===== src/rtl/rtg_pkg.sv =====
`timescale 1ns/1ps
package rtg_pkg;
   localparam int FW      = 11;   // width of width/height/front/pulse fields
   localparam int BPW     = 10;   // width of back porch field
   localparam int NSRC    = 3;    // implemented interrupt sources
   localparam int STW     = 6;    // architectural status/mask width
   localparam int HBP_LSB = 22;
   localparam int PW_LSB  = 11;
   localparam int FP_LSB  = 0;
   localparam int SZH_LSB = 16;

   localparam int A_CTRL = 0;
   localparam int A_HTIM = 1;
   localparam int A_VTIM = 2;
   localparam int A_SIZE = 3;
   localparam int A_POL  = 4;
   localparam int A_STAT = 5;
   localparam int A_MASK = 6;
   localparam int A_LCMP = 7;
   localparam int A_BAR0 = 8;

   localparam logic [2:0] MODE_PIX = 3'd1;
   localparam logic [2:0] MODE_BAR = 3'd4;

   typedef struct packed {
      logic [FW-1:0]  act;
      logic [FW-1:0]  fp;
      logic [FW-1:0]  pw;
      logic [BPW-1:0] bp;
   } axis_t;

   typedef struct packed {
      axis_t h;
      axis_t v;
   } geom_t;
endpackage


===== src/rtl/rtg_axis.sv =====
`timescale 1ns/1ps
module rtg_axis
   import rtg_pkg::*;
#(
   parameter int CW = 13
) (
   input  logic          clk,
   input  logic          rst,
   input  logic          clr,
   input  logic          en,
   input  axis_t         cfg,
   output logic [CW-1:0] cnt,
   output logic          last,
   output logic          act,
   output logic          sync
);
   logic [CW-1:0] sync_lo, sync_hi, total;

   assign sync_lo = CW'(cfg.act) + CW'(cfg.fp);
   assign sync_hi = sync_lo + CW'(cfg.pw);
   assign total   = sync_hi + CW'(cfg.bp);

   assign last = (cnt + CW'(1)) >= total;
   assign act  = cnt < CW'(cfg.act);
   assign sync = (cnt >= sync_lo) && (cnt < sync_hi);

   always_ff @(posedge clk) begin
      if (rst || clr)
         cnt <= '0;
      else if (en)
         cnt <= last ? '0 : cnt + CW'(1);
   end
endmodule


===== src/rtl/rtg_bars.sv =====
`timescale 1ns/1ps
module rtg_bars
   import rtg_pkg::*;
#(
   parameter int CW    = 13,
   parameter int NBARS = 8,
   parameter int CDW   = 8
) (
   input  logic [CW-1:0]                    x,
   input  logic [FW-1:0]                    width,
   input  logic [NBARS-1:0][3*CDW-1:0]      bars,
   output logic [3*CDW-1:0]                 colour
);
   localparam int BSH = $clog2(NBARS);
   localparam int IW  = $clog2(NBARS);

   logic [FW-1:0]      bw;
   logic [NBARS-1:1]   passed;
   logic [IW-1:0]      idx;

   assign bw = width >> BSH;

   for (genvar k = 1; k < NBARS; k++) begin : g_edge
      assign passed[k] = x >= (CW'(k) * CW'(bw));
   end

   always_comb begin
      idx = '0;
      for (int k = 1; k < NBARS; k++)
         idx = idx + IW'(passed[k]);
   end

   assign colour = bars[idx];
endmodule


===== src/rtl/rtg_regs.sv =====
`timescale 1ns/1ps
module rtg_regs
   import rtg_pkg::*;
#(
   parameter int NBARS = 8,
   parameter int CDW   = 8,
   parameter int AW    = 4
) (
   input  logic                          clk,
   input  logic                          rst,
   input  logic                          wr,
   input  logic [AW-1:0]                 addr,
   input  logic [31:0]                   wdata,
   output logic [31:0]                   rdata,
   input  logic [NSRC-1:0]               ev,
   output logic [2:0]                    mode,
   output logic                          restart,
   output geom_t                         geom,
   output logic [2:0]                    pol,
   output logic [STW-1:0]                mask,
   output logic [FW-1:0]                 lcmp,
   output logic [NBARS-1:0][3*CDW-1:0]   bars,
   output logic                          irq
);
   localparam int PXW = 3 * CDW;
   localparam int IW  = $clog2(NBARS);

   logic [NSRC-1:0] stat;
   logic [NSRC-1:0] clr_bits;

   assign restart  = wr && (addr == AW'(A_CTRL)) && (wdata[2:0] != 3'd0);
   assign clr_bits = (wr && (addr == AW'(A_STAT))) ? wdata[NSRC-1:0] : '0;

   always_ff @(posedge clk) begin
      if (rst) begin
         mode <= '0;
         geom <= '0;
         pol  <= '0;
         mask <= '1;
         lcmp <= '0;
         stat <= '0;
         bars <= '0;
      end else begin
         stat <= (stat & ~clr_bits) | ev;
         if (wr) begin
            case (addr)
               AW'(A_CTRL): mode <= wdata[2:0];
               AW'(A_HTIM): begin
                  geom.h.bp <= wdata[HBP_LSB +: BPW];
                  geom.h.pw <= wdata[PW_LSB +: FW];
                  geom.h.fp <= wdata[FP_LSB +: FW];
               end
               AW'(A_VTIM): begin
                  geom.v.bp <= wdata[HBP_LSB +: BPW];
                  geom.v.pw <= wdata[PW_LSB +: FW];
                  geom.v.fp <= wdata[FP_LSB +: FW];
               end
               AW'(A_SIZE): begin
                  geom.v.act <= wdata[SZH_LSB +: FW];
                  geom.h.act <= wdata[FW-1:0];
               end
               AW'(A_POL):  pol  <= wdata[2:0];
               AW'(A_MASK): mask <= wdata[STW-1:0];
               AW'(A_LCMP): lcmp <= wdata[FW-1:0];
               default: ;
            endcase
            for (int i = 0; i < NBARS; i++)
               if (addr == AW'(A_BAR0 + i))
                  bars[i] <= wdata[PXW-1:0];
         end
      end
   end

   always_comb begin
      case (addr)
         AW'(A_CTRL): rdata = {29'd0, mode};
         AW'(A_HTIM): rdata = {geom.h.bp, geom.h.pw, geom.h.fp};
         AW'(A_VTIM): rdata = {geom.v.bp, geom.v.pw, geom.v.fp};
         AW'(A_SIZE): rdata = {5'd0, geom.v.act, 5'd0, geom.h.act};
         AW'(A_POL):  rdata = {29'd0, pol};
         AW'(A_STAT): rdata = {{(32-NSRC){1'b0}}, stat};
         AW'(A_MASK): rdata = {{(32-STW){1'b0}}, mask};
         AW'(A_LCMP): rdata = {{(32-FW){1'b0}}, lcmp};
         default:
            if (addr >= AW'(A_BAR0))
               rdata = {{(32-PXW){1'b0}}, bars[IW'(addr - AW'(A_BAR0))]};
            else
               rdata = '0;
      endcase
   end

   assign irq = |(stat & ~mask[NSRC-1:0]);
endmodule


===== src/rtl/raster_timing_gen.sv =====
`timescale 1ns/1ps
module raster_timing_gen
   import rtg_pkg::*;
#(
   parameter int CW    = 13,
   parameter int NBARS = 8,
   parameter int CDW   = 8,
   parameter int AW    = $clog2(A_BAR0 + NBARS)
) (
   input  logic                clk,
   input  logic                rst,
   input  logic                reg_wr,
   input  logic [AW-1:0]       reg_addr,
   input  logic [31:0]         reg_wdata,
   output logic [31:0]         reg_rdata,
   input  logic [3*CDW-1:0]    pix_in,
   output logic                hsync,
   output logic                vsync,
   output logic                csync,
   output logic                de,
   output logic [3*CDW-1:0]    rgb,
   output logic [CW-1:0]       pix_x,
   output logic [CW-1:0]       pix_y,
   output logic                irq
);
   localparam int PXW = 3 * CDW;

   if (CW < FW + 2) begin : g_cw_bad
      $error("CW must hold the sum of all timing fields");
   end
   if (NBARS < 2 || (NBARS & (NBARS - 1)) != 0) begin : g_nbars_bad
      $error("NBARS must be a power of two of at least 2");
   end
   if (CDW < 1 || CDW > 8) begin : g_cdw_bad
      $error("CDW must be 1..8");
   end
   if (AW < $clog2(A_BAR0 + NBARS)) begin : g_aw_bad
      $error("AW too narrow for the register map");
   end

   logic [2:0]                 mode, pol;
   logic                       restart, run;
   logic [STW-1:0]             irq_mask;
   logic [FW-1:0]              lcmp;
   geom_t                      live, sh;
   logic [NBARS-1:0][PXW-1:0]  bars;
   logic [NSRC-1:0]            ev;
   logic [CW-1:0]              h_cnt, v_cnt;
   logic                       h_last, h_act, h_sync;
   logic                       v_last, v_act, v_sync;
   logic                       frame_wrap, hs_raw, vs_raw;
   logic [PXW-1:0]             bar_rgb;

   rtg_regs #(.NBARS(NBARS), .CDW(CDW), .AW(AW)) u_regs (
      .clk(clk), .rst(rst), .wr(reg_wr), .addr(reg_addr), .wdata(reg_wdata),
      .rdata(reg_rdata), .ev(ev), .mode(mode), .restart(restart), .geom(live),
      .pol(pol), .mask(irq_mask), .lcmp(lcmp), .bars(bars), .irq(irq)
   );

   assign run = (mode == MODE_PIX) || (mode == MODE_BAR);

   rtg_axis #(.CW(CW)) u_hor (
      .clk(clk), .rst(rst), .clr(restart || !run), .en(run), .cfg(sh.h),
      .cnt(h_cnt), .last(h_last), .act(h_act), .sync(h_sync)
   );

   rtg_axis #(.CW(CW)) u_ver (
      .clk(clk), .rst(rst), .clr(restart || !run), .en(run && h_last), .cfg(sh.v),
      .cnt(v_cnt), .last(v_last), .act(v_act), .sync(v_sync)
   );

   assign frame_wrap = run && h_last && v_last;

   // geometry shadow: follows live while stopped, reloads on restart or frame wrap
   always_ff @(posedge clk) begin
      if (rst)
         sh <= '0;
      else if (!run || restart || frame_wrap)
         sh <= live;
   end

   assign ev[0] = run && h_last && ((v_cnt + CW'(1)) == CW'(sh.v.act));
   assign ev[1] = frame_wrap;
   assign ev[2] = run && h_last && (v_cnt == CW'(lcmp));

   rtg_bars #(.CW(CW), .NBARS(NBARS), .CDW(CDW)) u_bars (
      .x(h_cnt), .width(sh.h.act), .bars(bars), .colour(bar_rgb)
   );

   assign hs_raw = run && h_sync;
   assign vs_raw = run && v_sync;
   assign hsync  = hs_raw ^ pol[0];
   assign vsync  = vs_raw ^ pol[1];
   assign csync  = (hs_raw ^ vs_raw) ^ pol[2];
   assign de     = run && h_act && v_act;
   assign rgb    = !de ? '0 : ((mode == MODE_BAR) ? bar_rgb : pix_in);
   assign pix_x  = run ? h_cnt : '0;
   assign pix_y  = run ? v_cnt : '0;
endmodule


===== config.mk =====
export PLATFORM = sky130hd
export DESIGN_NAME = raster_timing_gen
export DESIGN_NICKNAME = d
export VERILOG_FILES = /design/src/rtl/rtg_pkg.sv /design/src/rtl/rtg_axis.sv /design/src/rtl/rtg_bars.sv /design/src/rtl/rtg_regs.sv /design/src/rtl/raster_timing_gen.sv
export SDC_FILE = /design/constraint.sdc
export NUM_CORES = 1
export LEC_CHECK = 0
export BUFFER_PORTS_ARGS = -buffer_cell sky130_fd_sc_hd__buf_2
export CAP_MARGIN = 20
export CORE_UTILIZATION = 50
export CTS_CLUSTER_DIAMETER = 150
export DETAILED_ROUTE_END_ITERATION = 16
export PLACE_DENSITY = 0.64
export SLEW_MARGIN = 20
export SYNTH_ARGS = -nofsm -noshare
export SYNTH_HDL_FRONTEND = slang
export SYNTH_SLANG_ARGS = --single-unit

===== constraint.sdc =====
create_clock -name clk -period 8.96 [get_ports clk]
set_input_delay 0.896 -clock clk [delete_from_list [all_inputs] [get_ports clk]]
set_output_delay 0.896 -clock clk [all_outputs]
set_load 0.02 [all_outputs]

# Yosys cells after proc, flatten, opt, wreduce, memory -nomap -nowiden
# Cells that the tools add are included.
word_totals:
  regBits: 416
  input_bits: 63
  output_inout_bits: 87
  wordCells: 145
op_classes:
  add_sub_neg: 15
  mul: 4
  n_lt_le_gt_ge: 18
  eq_ne: 19
  mux: 13
  bitwise: 9
  n_reduce_logical: 36
ops:
  columns: ["op", "count"]
  rows:
  - ["$pmux 32 s8", 1]
  - ["$bmux 24 s3", 2]
  - ["$mux 24", 5]
  - ["$ge 13x13->1", 8]
  - ["$mux 13", 4]
  - ["$eq 4x4->1 const B", 8]
  - ["$reduce_and 2->1", 15]
  - ["$add 13x1->13 const B", 2]
  - ["$add 13x10->13", 2]
  - ["$add 13x11->13", 2]
  - ["$eq 13x11->1", 2]
  - ["$lt 13x11->1", 2]
  - ["$lt 13x13->1", 2]
  - ["$add 11x11->12", 2]
  - ["$mul 3x8->11 const A", 2]
  - ["$mul 2x8->10 const A", 2]
  - ["$eq 4x3->1 const B", 4]
  - ["$add 3x1->3", 5]
  - ["$ge 13x10->1", 1]
  - ["$ge 13x8->1", 1]
  - ["$ge 13x9->1", 1]
  - ["$logic_and 1x1->1", 13]
  - ["$eq 4x2->1 const B", 2]
  - ["$lt 3x4->1 const B", 2]
  - ["16 further kinds", 24]

# Longest topological paths before layout
# Gate-level depths: netlist of run 1.
depth:
  ltp_word: 11
  ltp_mapped: 33
  mapped_depth_nobuf: 30

# Cells and area by module
# Synthesis of run 1 repeated with hierarchy kept, for this count alone.
unflattened:
  cells_unflattened: 3349
  hier_area_um2: 27571.4
modules_own_cells:
  columns: ["module", "instances", "cells_per_inst", "area_per_inst_um2", "seq_area_each_um2"]
  rows:
  - ["rtg_regs", 1, 1598, 13070.0, 6085.8]
  - ["raster_timing_gen", 1, 570, 4088.9, 1721.7]
  - ["rtg_bars", 1, 357, 3867.5, 0.0]
  - ["rtg_axis at u_ver", 1, 421, 3315.7, 260.2]
  - ["rtg_axis at u_hor", 1, 403, 3229.3, 260.2]

# Least setup slack after synthesis of run 1
# No wires, ideal clock.
synth_timing:
  path_type: "register to output"
  start: "reg sh[80] (netlist bit)"
  end: "out rgb[10]"
  t_arrival_ns: 6.154
  required_time_ns: 8.064
  slack_ns: 1.910
  path_stages_with_launch: 26
  n_path_buf: 2
  cell_sequence: "dfxtp_1 -> ha_1 -> ha_1 -> inv_1 -> fa_1 -> inv_1 -> a21oi_1 -> o21bai_1 -> a21o_1 -> a21oi_1 -> xnor2_1 -> ha_1 -> a21o_1 -> a211oi_1 -> o2111ai_1 -> nand2_1 -> fa_1 -> fa_1 -> inv_1 -> ha_1 -> fa_1 -> clkbuf_1 -> clkbuf_1 -> mux4_2 -> mux2i_1 -> a211oi_1"
synth_via:
  elab_chain_len: 11
  word_cells_on_any_way: 24
  classes_between: "6 x add/sub; 4 x mul; 8 x order compare; 4 x mux; 2 x reduce/logical"
synth_rtl:
  columns: ["element", "line", "source"]
  rows:
  - ["from (decl)", "raster_timing_gen.sv:45", "geom_t live, sh;"]
  - ["from (signal assigned)", "raster_timing_gen.sv:79", "sh <= live;"]
  - ["$mul 2x8->10, or another cell as far along", "rtg_bars.sv:24", "assign passed[k] = x >= (CW'(k) * CW'(bw));"]
  - ["$ge 13x13->1 or $add 1x1->2 (tied branches)", "rtg_bars.sv:24, rtg_bars.sv:30", null]
  - ["$add 3x1->3 (5 in series)", "rtg_bars.sv:30", "idx = idx + IW'(passed[k]);"]
  - ["$bmux 24 s3", "rtg_bars.sv:33", "assign colour = bars[idx];"]
  - ["$mux 24 (implied by the code)", "rtg_bars.sv:33", null]
  - ["$mux 24", "raster_timing_gen.sv:96", "assign rgb = !de ? '0 : ((mode == MODE_BAR) ? bar_rgb : pix_in);"]
  - ["$mux 24 (*)", "raster_timing_gen.sv:96", null]
  - ["to (decl)", "raster_timing_gen.sv:21", "output logic [3*CDW-1:0] rgb,"]
# Every way passes the cells marked *; elsewhere a longest branch is shown, timed or not. The select of a mux whose other input is x is not followed.

# Final worst setup path of run 1
layout_timing:
  start: "reg sh[78] (netlist bit)"
  end: "out rgb[2]"
# The elaborated chain is that of the path after synthesis.

==> flow_metrics.tcl, run 1 <==
set metrics [dict create \
    startpoint_type "register" \
    worstMarginPinSlew_ps 1170 \
    nFillCells 4815 \
    status "finished clean" \
    cts_buffers 48 \
    synth.distinct_cells 75 \
    worst_r2r_path_depth 26 \
    finalCriticalPeriod_ps 8350 \
    skew_ps 32.3 \
    synth_seq_area_share_pct 31.4 \
    syn_area_per_cell_um2 8.19 \
    dr.pass1.iters 6 \
    worst_path_largest_cell_delay_ps 600 \
    syn_area_um2 26500 \
    period_share_pct 93.2 \
    cp-end-kind "output pin" \
    grt_pass1_vias 23200 \
    ant_nets 0 \
    critPathRequiredTime_ps 8060 \
    clock-sinks 416 \
    synthFlopType "dfxtp_1" \
    ir_drop_mv 0.134 \
    max_freq_mhz 120 \
    power.density_nw_per_um2 157 \
    io_pins 150 \
    floorplan.initialDensity_pct 50.5 \
    r2r_slack_ps 1880 \
    crit_type "register to output pin" \
    p_leak_nw 11.9 \
    final_util_pct 56.0 \
    grt_usage_pct 31.9 \
    cts_tree "built" \
    cp-endpoint "rgb[2]" \
    synth-seq-cells 416 \
    grt_pass1_wl_um 134000 \
    clkTransAtPathRegs_ps 60 \
    hold_violations 0 \
    syn-instance-count 3242 \
    routed_via_density 6.02 \
    final_cells 3998 \
    relSlewSlack_pct 19.7 \
    crit_arrival_ps 7460 \
    r2r_start "sh[75]$_SDFFE_PP0P_" \
    placed_cells_incl_taps 3915 \
    hold_class "register to register" \
    route.detailed.drc 0 \
    rows 84 \
    synth_edf_count 0 \
    first_iter_violations 2320 \
    antenna_found_initial 3 \
    antenna_cells 0 \
    routed_wl_um 86600 \
    cts_setup_buffers 0 \
    setup_tns_ps 0 \
    grt_max_degree 113 \
    clk_latency_ps 620 \
    yosysWarnings 0 \
    setup_viol 0 \
    ys_async_sr_fraction_pct 0 \
    path_max_fanout 48 \
    rsz0062_at_grt "no" \
    multiInputGateArea_um2 17100 \
    regToRegEndpoint "sh[63]$_SDFFE_PP0P_" \
    gp_congestion 0.902 \
    dieHeight_um 232 \
    io_buffers 149 \
    htree_levels 2 \
    grt-ovfl-total 0 \
    cts_root_buf "clkbuf_16" \
    wl_per_cell_um 21.7 \
    hold_buffers 0 \
    dieArea_um2 54000 \
    fin_nets 3612 \
    crit_slowest_cell "fa_1" \
    drive_gt1_share_pct 12.3 \
    post_cts_resized 0 \
    slew_violations 0 \
    cts_buffer_depth 3 \
    drv_cap 0 \
    regArea_um2 8330 \
    placed_cell_area_um2 27800 \
    path_cells "ha_1, fa_1, a21oi_1, nor2_1, nor2_1, o21bai_1, a21oi_1, xnor2_1, ha_1, o21a_1, o21ai_0, a21oi_1, nor4_1, fa_1, fa_1, inv_1, ha_4, fa_2, buf_4, mux4_2, mux2i_1, a211oi_1, buf_2" \
    num_vias 24100 \
    dp_hpwl_um 60000 \
    die_w_um 232 \
    synth_fp_nets 3577 \
    core-area_um2 52600 \
    stdcell_area_um2 29400 \
    setup.worst_path.start "sh[78]$_SDFFE_PP0P_" \
    area_delta_synth_final_pct 10.8 \
    holdCritStartpoint "sh[3]$_SDFFE_PP0P_" \
]
-- cell usage after synthesis, types with 21 or more instances --
master | count | area, um^2
a22oi_1 | 26 | 195
nor2_1 | 127 | 477
inv_1 | 114 | 428
a211oi_1 | 38 | 285
nor3_1 | 27 | 135
and3_1 | 21 | 131
nand3_1 | 37 | 185
mux2i_1 | 51 | 510
clkbuf_1 | 172 | 646
ha_1 | 253 | 3170
dfxtp_1 | 416 | 8330
buf_2 | 33 | 165
o21a_1 | 26 | 195
xnor2_1 | 79 | 692
o21ai_0 | 57 | 285
nand2_1 | 847 | 3180
nand2b_1 | 30 | 188
and2_1 | 26 | 163
a21oi_1 | 453 | 2270
a21o_1 | 53 | 398
nor2b_1 | 25 | 156
mux4_2 | 99 | 2230
xor2_1 | 39 | 342
-- stage by stage --
| step | setup slack (ps) | hold WS, ps | power, mW |
|---|---|---|---|
| 3_3_place_gp | 1290 | 449 | 2.57 |
| 5_1_grt | 196 | 478 | 4.74 |
| 3_5_place_dp | 1240 | 452 | 2.58 |
| 6_report | 608 | 457 | 4.61 |
| 4_1_cts | 561 | 460 | 4.63 |
| 2_1_floorplan | 1910 | 436 | 2.39 |
-- cells by family after synthesis --
kind of cell,count (synthesis),synth area share (%)
and+or+nand+nor,1194,18.8
muxes,162,10.8
AOI/OAI and AO/OA,758,17.0
xor gates and xnor gates,118,3.89
adders and majority gates,272,13.4
DFF,416,31.4
buffers and inverters,322,4.72
-- worst min-delay path by stage --
stage / end / slack [ps] / cells past startpoint
5_1_grt: sh[3]$_SDFFE_PP0P_ / 480 / 2
2_1_floorplan: sh[23]$_SDFFE_PP0P_ / 440 / 2
6_report: sh[3]$_SDFFE_PP0P_ / 460 / 2
3_3_place_gp: u_regs.bars[90]$_SDFFE_PP0P_ / 450 / 2
4_1_cts: sh[3]$_SDFFE_PP0P_ / 460 / 2
3_5_place_dp: sh[3]$_SDFFE_PP0P_ / 450 / 2
-- routing by layer --
metal | track usage (%) | part of all wire [%] | vias to the layer above
met5 | 0 | 0.024 | -
met4 | 12.2 | 3.5 | 4
met3 | 4.36 | 7.9 | 196
met2 | 52.2 | 47 | 1018
met1 | 42.5 | 42 | 11500
li1 | - | - | 11300
-- power by group --
group	total [mW]	internal [mW]	switching, mW	leakage, nW
clock	2.06	1.23	0.835	0.799
combinational	0.661	0.251	0.409	7.71
sequential	1.89	1.87	0.0184	3.36
total	4.61	3.35	1.26	11.9
-- final cells by class --
type	count	share of cell area, %
clock buffer	66	4.59
clock inverter	17	0.957
inverter	115	1.47
multi-input combinational	2504	58.0
sequential	416	28.3
tap	688	2.93
timing repair buffer	192	3.73
-- sequential cells by signal (all words and copies together) (netlist names) --
register	cells
u_regs.bars	192
sh	86
u_regs.geom	86
u_hor.cnt	13
u_ver.cnt	13
u_regs.lcmp	11
u_regs.mask	6
u_regs.mode	3
u_regs.pol	3
u_regs.stat	3
-- worst max-delay path, delay by kind of cell (launching register included) --
| family | cells | cell delay, ps |
|---|---|---|
| AO/OA/AOI/OAI | 7 | 970 |
| XOR/XNOR | 1 | 190 |
| adder cells (fa/ha/maj) | 7 | 2880 |
| buffers and inverters | 3 | 850 |
| flip-flops | 1 | 460 |
| multiplexers | 2 | 740 |
| AND/OR/NAND/NOR | 3 | 720 |
-- placed cells by master (no fill, tap or decap), types with 57 or more instances in the layout --
master     n
buf_2    146
o21ai_0   57
ha_1     252
xnor2_1   79
nor2_1   117
a21oi_1  453
inv_1    114
mux4_2    99
nand2_1  847
dfxtp_1  416
Power figures use the tool's default switching activity.
==> inputs of run 2 (changes only) <==
--- a/config.mk
+++ b/config.mk
@@ -8,6 +8,7 @@
 export BUFFER_PORTS_ARGS = -buffer_cell sky130_fd_sc_hd__buf_2
 export CAP_MARGIN = 20
 export CORE_UTILIZATION = 50
+export CTS_BUF_LIST = sky130_fd_sc_hd__clkbuf_4 sky130_fd_sc_hd__clkbuf_8 sky130_fd_sc_hd__clkbuf_16
 export CTS_CLUSTER_DIAMETER = 150
 export DETAILED_ROUTE_END_ITERATION = 16
 export PLACE_DENSITY = 0.64
==> constraint.sdc (replaced) <==
create_clock -name clk -period 8.96 [get_ports clk]
set_input_delay 1.344 -clock clk [delete_from_list [all_inputs] [get_ports clk]]
set_output_delay 1.344 -clock clk [all_outputs]
set_load 0.02 [all_outputs]
==> run 2 against run 1 <==
  * Die area is the same
  * Worst hold slack gained 2.3 ps
  * Flip-flop and latch count is the same
  * Critical path type unchanged
  * Clock power grew 2%
  * Wire length grew 0.54%
  * Sequential power is essentially flat
  * Clock skew shrank 5.4 ps
  * Clock-buffer cell count shrank 5
  * Register-to-register slack lost 20 ps
==> flow_metrics.tcl, run 2 (synthesized netlist as in run 1, its figures left out) <==
set metrics [dict create \
    final_common_cell "nand2_1" \
    top_regs "u_regs.bars: 192 flops, sh: 86 flops, u_regs.geom: 86 flops" \
    grt_usage_pct 32.0 \
    first_iter_violations 2301 \
    final_cells 4018 \
    power.density_nw_per_um2 160 \
    gp_congestion 0.944 \
    slew_violations 0 \
    power.switching_mw 1.29 \
    setup.worst_path.start "sh[80]$_SDFFE_PP0P_" \
    grt_pass1_vias 23300 \
    finalCriticalPeriod_ps 8550 \
    grt_max_degree 218 \
    dr.pass1.iters 5 \
    intPower_mw 3.45 \
    route.detailed.drc 0 \
    switching_share_pct 27.2 \
    hold_class "register to register" \
    rows 84 \
    floorplan.initialDensity_pct 50.5 \
    r2r_slack_ps 1860 \
    min_to "sh[18]$_SDFFE_PP0P_" \
    die_w_um 232 \
    skew_ps 27.0 \
    largest_reg_flops 192 \
    path_max_fanout 12 \
    startpoint_type "register" \
    max_freq_mhz 117 \
    core-area_um2 52600 \
    seqPwrFrac_pct 39.9 \
    crit_arrival_ps 7210 \
    status "finished clean" \
    num_vias 24100 \
    cp-end-kind "output pin" \
    critPathRequiredTime_ps 7620 \
    htree_levels 2 \
    io_pins 150 \
    ant_nets 0 \
    cts_root_buf "clkbuf_16" \
    regMostFlops "u_regs.bars" \
    layout_common_cells "nand2_1, a21oi_1, dfxtp_1, ha_1, buf_2" \
    cts_buffers 47 \
    fin_ws_ps 406 \
    power_mw 4.74 \
    regToRegEndpoint "sh[22]$_SDFFE_PP0P_" \
    stdcell_area_um2 29700 \
    setup_tns_ps 0 \
    ir_drop_mv 0.141 \
    io_buffers 149 \
    grt-ovfl-total 0 \
    drive_gt1_share_pct 13.1 \
    hold_path_depth 2 \
    area_delta_synth_final_pct 11.7 \
    dieHeight_um 232 \
    clkTransAtPathRegs_ps 60 \
    worst_r2r_path_depth 28 \
    placed_cells_incl_taps 3916 \
    hold_violations 0 \
    holdCritStartpoint "sh[18]$_SDFFE_PP0P_" \
    clock-sinks 416 \
    worstMarginPinSlew_ps 1120 \
    p_leak_nw 12.0 \
    placed_cell_area_um2 27800 \
    clk_latency_ps 610 \
    dp_hpwl_um 60200 \
    p_clk_share_pct 44.4 \
    r2r_start "sh[75]$_SDFFE_PP0P_" \
    grt_pass1_wl_um 134000 \
    period_share_pct 95.5 \
    setup_viol 0 \
    fin_nets 3626 \
    dieArea_um2 54000 \
    final_util_pct 56.4 \
    routed_via_density 6.01 \
    cts_buffer_depth 3 \
    comb_power_share_pct 15.8 \
    routed_wl_um 87000 \
    cts_tree "built" \
    whs_ps 459 \
    drv_cap 0 \
    crit_type "register to output pin" \
    antenna_found_initial 5 \
    rsz0062_at_grt "no" \
    hold_buffers 0 \
    relSlewSlack_pct 24.9 \
    wl_per_cell_um 21.7 \
    pre_cts_ws_ps 701 \
]
## run 2: cell count changes in the layout (fill, tap and decap cells not counted), sizes merged
cell / before / now
buf: 192 / 207
bufinv: 6 / 7
clkbuf: 66 / 61
clkinv: 9 / 14
clkinvlp: 1 / 4
diode: 0 / 1
## run 2: power by group through the flow
stage | Clock [mW] | Combinational, mW | Sequential, mW
after CTS | 2.12 | 0.680 | 1.89
after global routing | 2.21 | 0.790 | 1.89
after floorplan | 0 | 0.471 | 1.92
after global placement | 0 | 0.662 | 1.93
after detailed placement | 0 | 0.677 | 1.93
final | 2.10 | 0.747 | 1.89
## run 2: worst max path at each step
stage / endpoint / slack, ps / depth (start not counted)
2_1_floorplan: rgb[10] / 1460 / 25
3_3_place_gp: rgb[22] / 820 / 21
3_5_place_dp: rgb[22] / 700 / 21
4_1_cts: rgb[22] / 40 / 21
5_1_grt: rgb[22] / 60 / 21
6_report: rgb[22] / 410 / 21
## run 2: layer usage
| layer | wire length, um | track usage [%] | up-vias |
|---|---|---|---|
| met5 | 21 | 0 | - |
| met4 | 3050 | 13.3 | 4 |
| met3 | 6390 | 4.78 | 189 |
| met2 | 40500 | 51.6 | 1002 |
| met1 | 37100 | 42.8 | 11600 |
| li1 | - | - | 11400 |
## run 2: what timing repair did
action                     CTS  global route
buffers inserted             0            11
setup endpoints to repair    0            24
resized for setup            0             1
## run 2: cell type report
| class | count | area [um^2] |
|---|---|---|
| clock buffers | 61 | 1330 |
| fillers | 4830 | 22900 |
| multi-input cells | 2504 | 17100 |
| inverters | 115 | 432 |
| repair buffers | 207 | 1290 |
| clock inverters | 26 | 359 |
| diodes | 1 | 2.50 |
| well taps | 688 | 861 |
| flip-flops and latches | 416 | 8330 |
## run 2: worst max-delay path, stage by stage (launching register included)
cell      delay (ps)
dfxtp_1          670
ha_1             340
a21o_1           180
a21oi_1          220
o21bai_1         100
a21oi_1          230
o21ai_0          150
xnor2_1          220
ha_1             300
a211oi_1         260
a21oi_1          110
nor4_2           480
fa_1             530
fa_1             570
inv_1             70
ha_4             170
fa_2             860
buf_4            290
mux4_2           320
mux2i_1          230
a211oi_1         110
buf_2            190
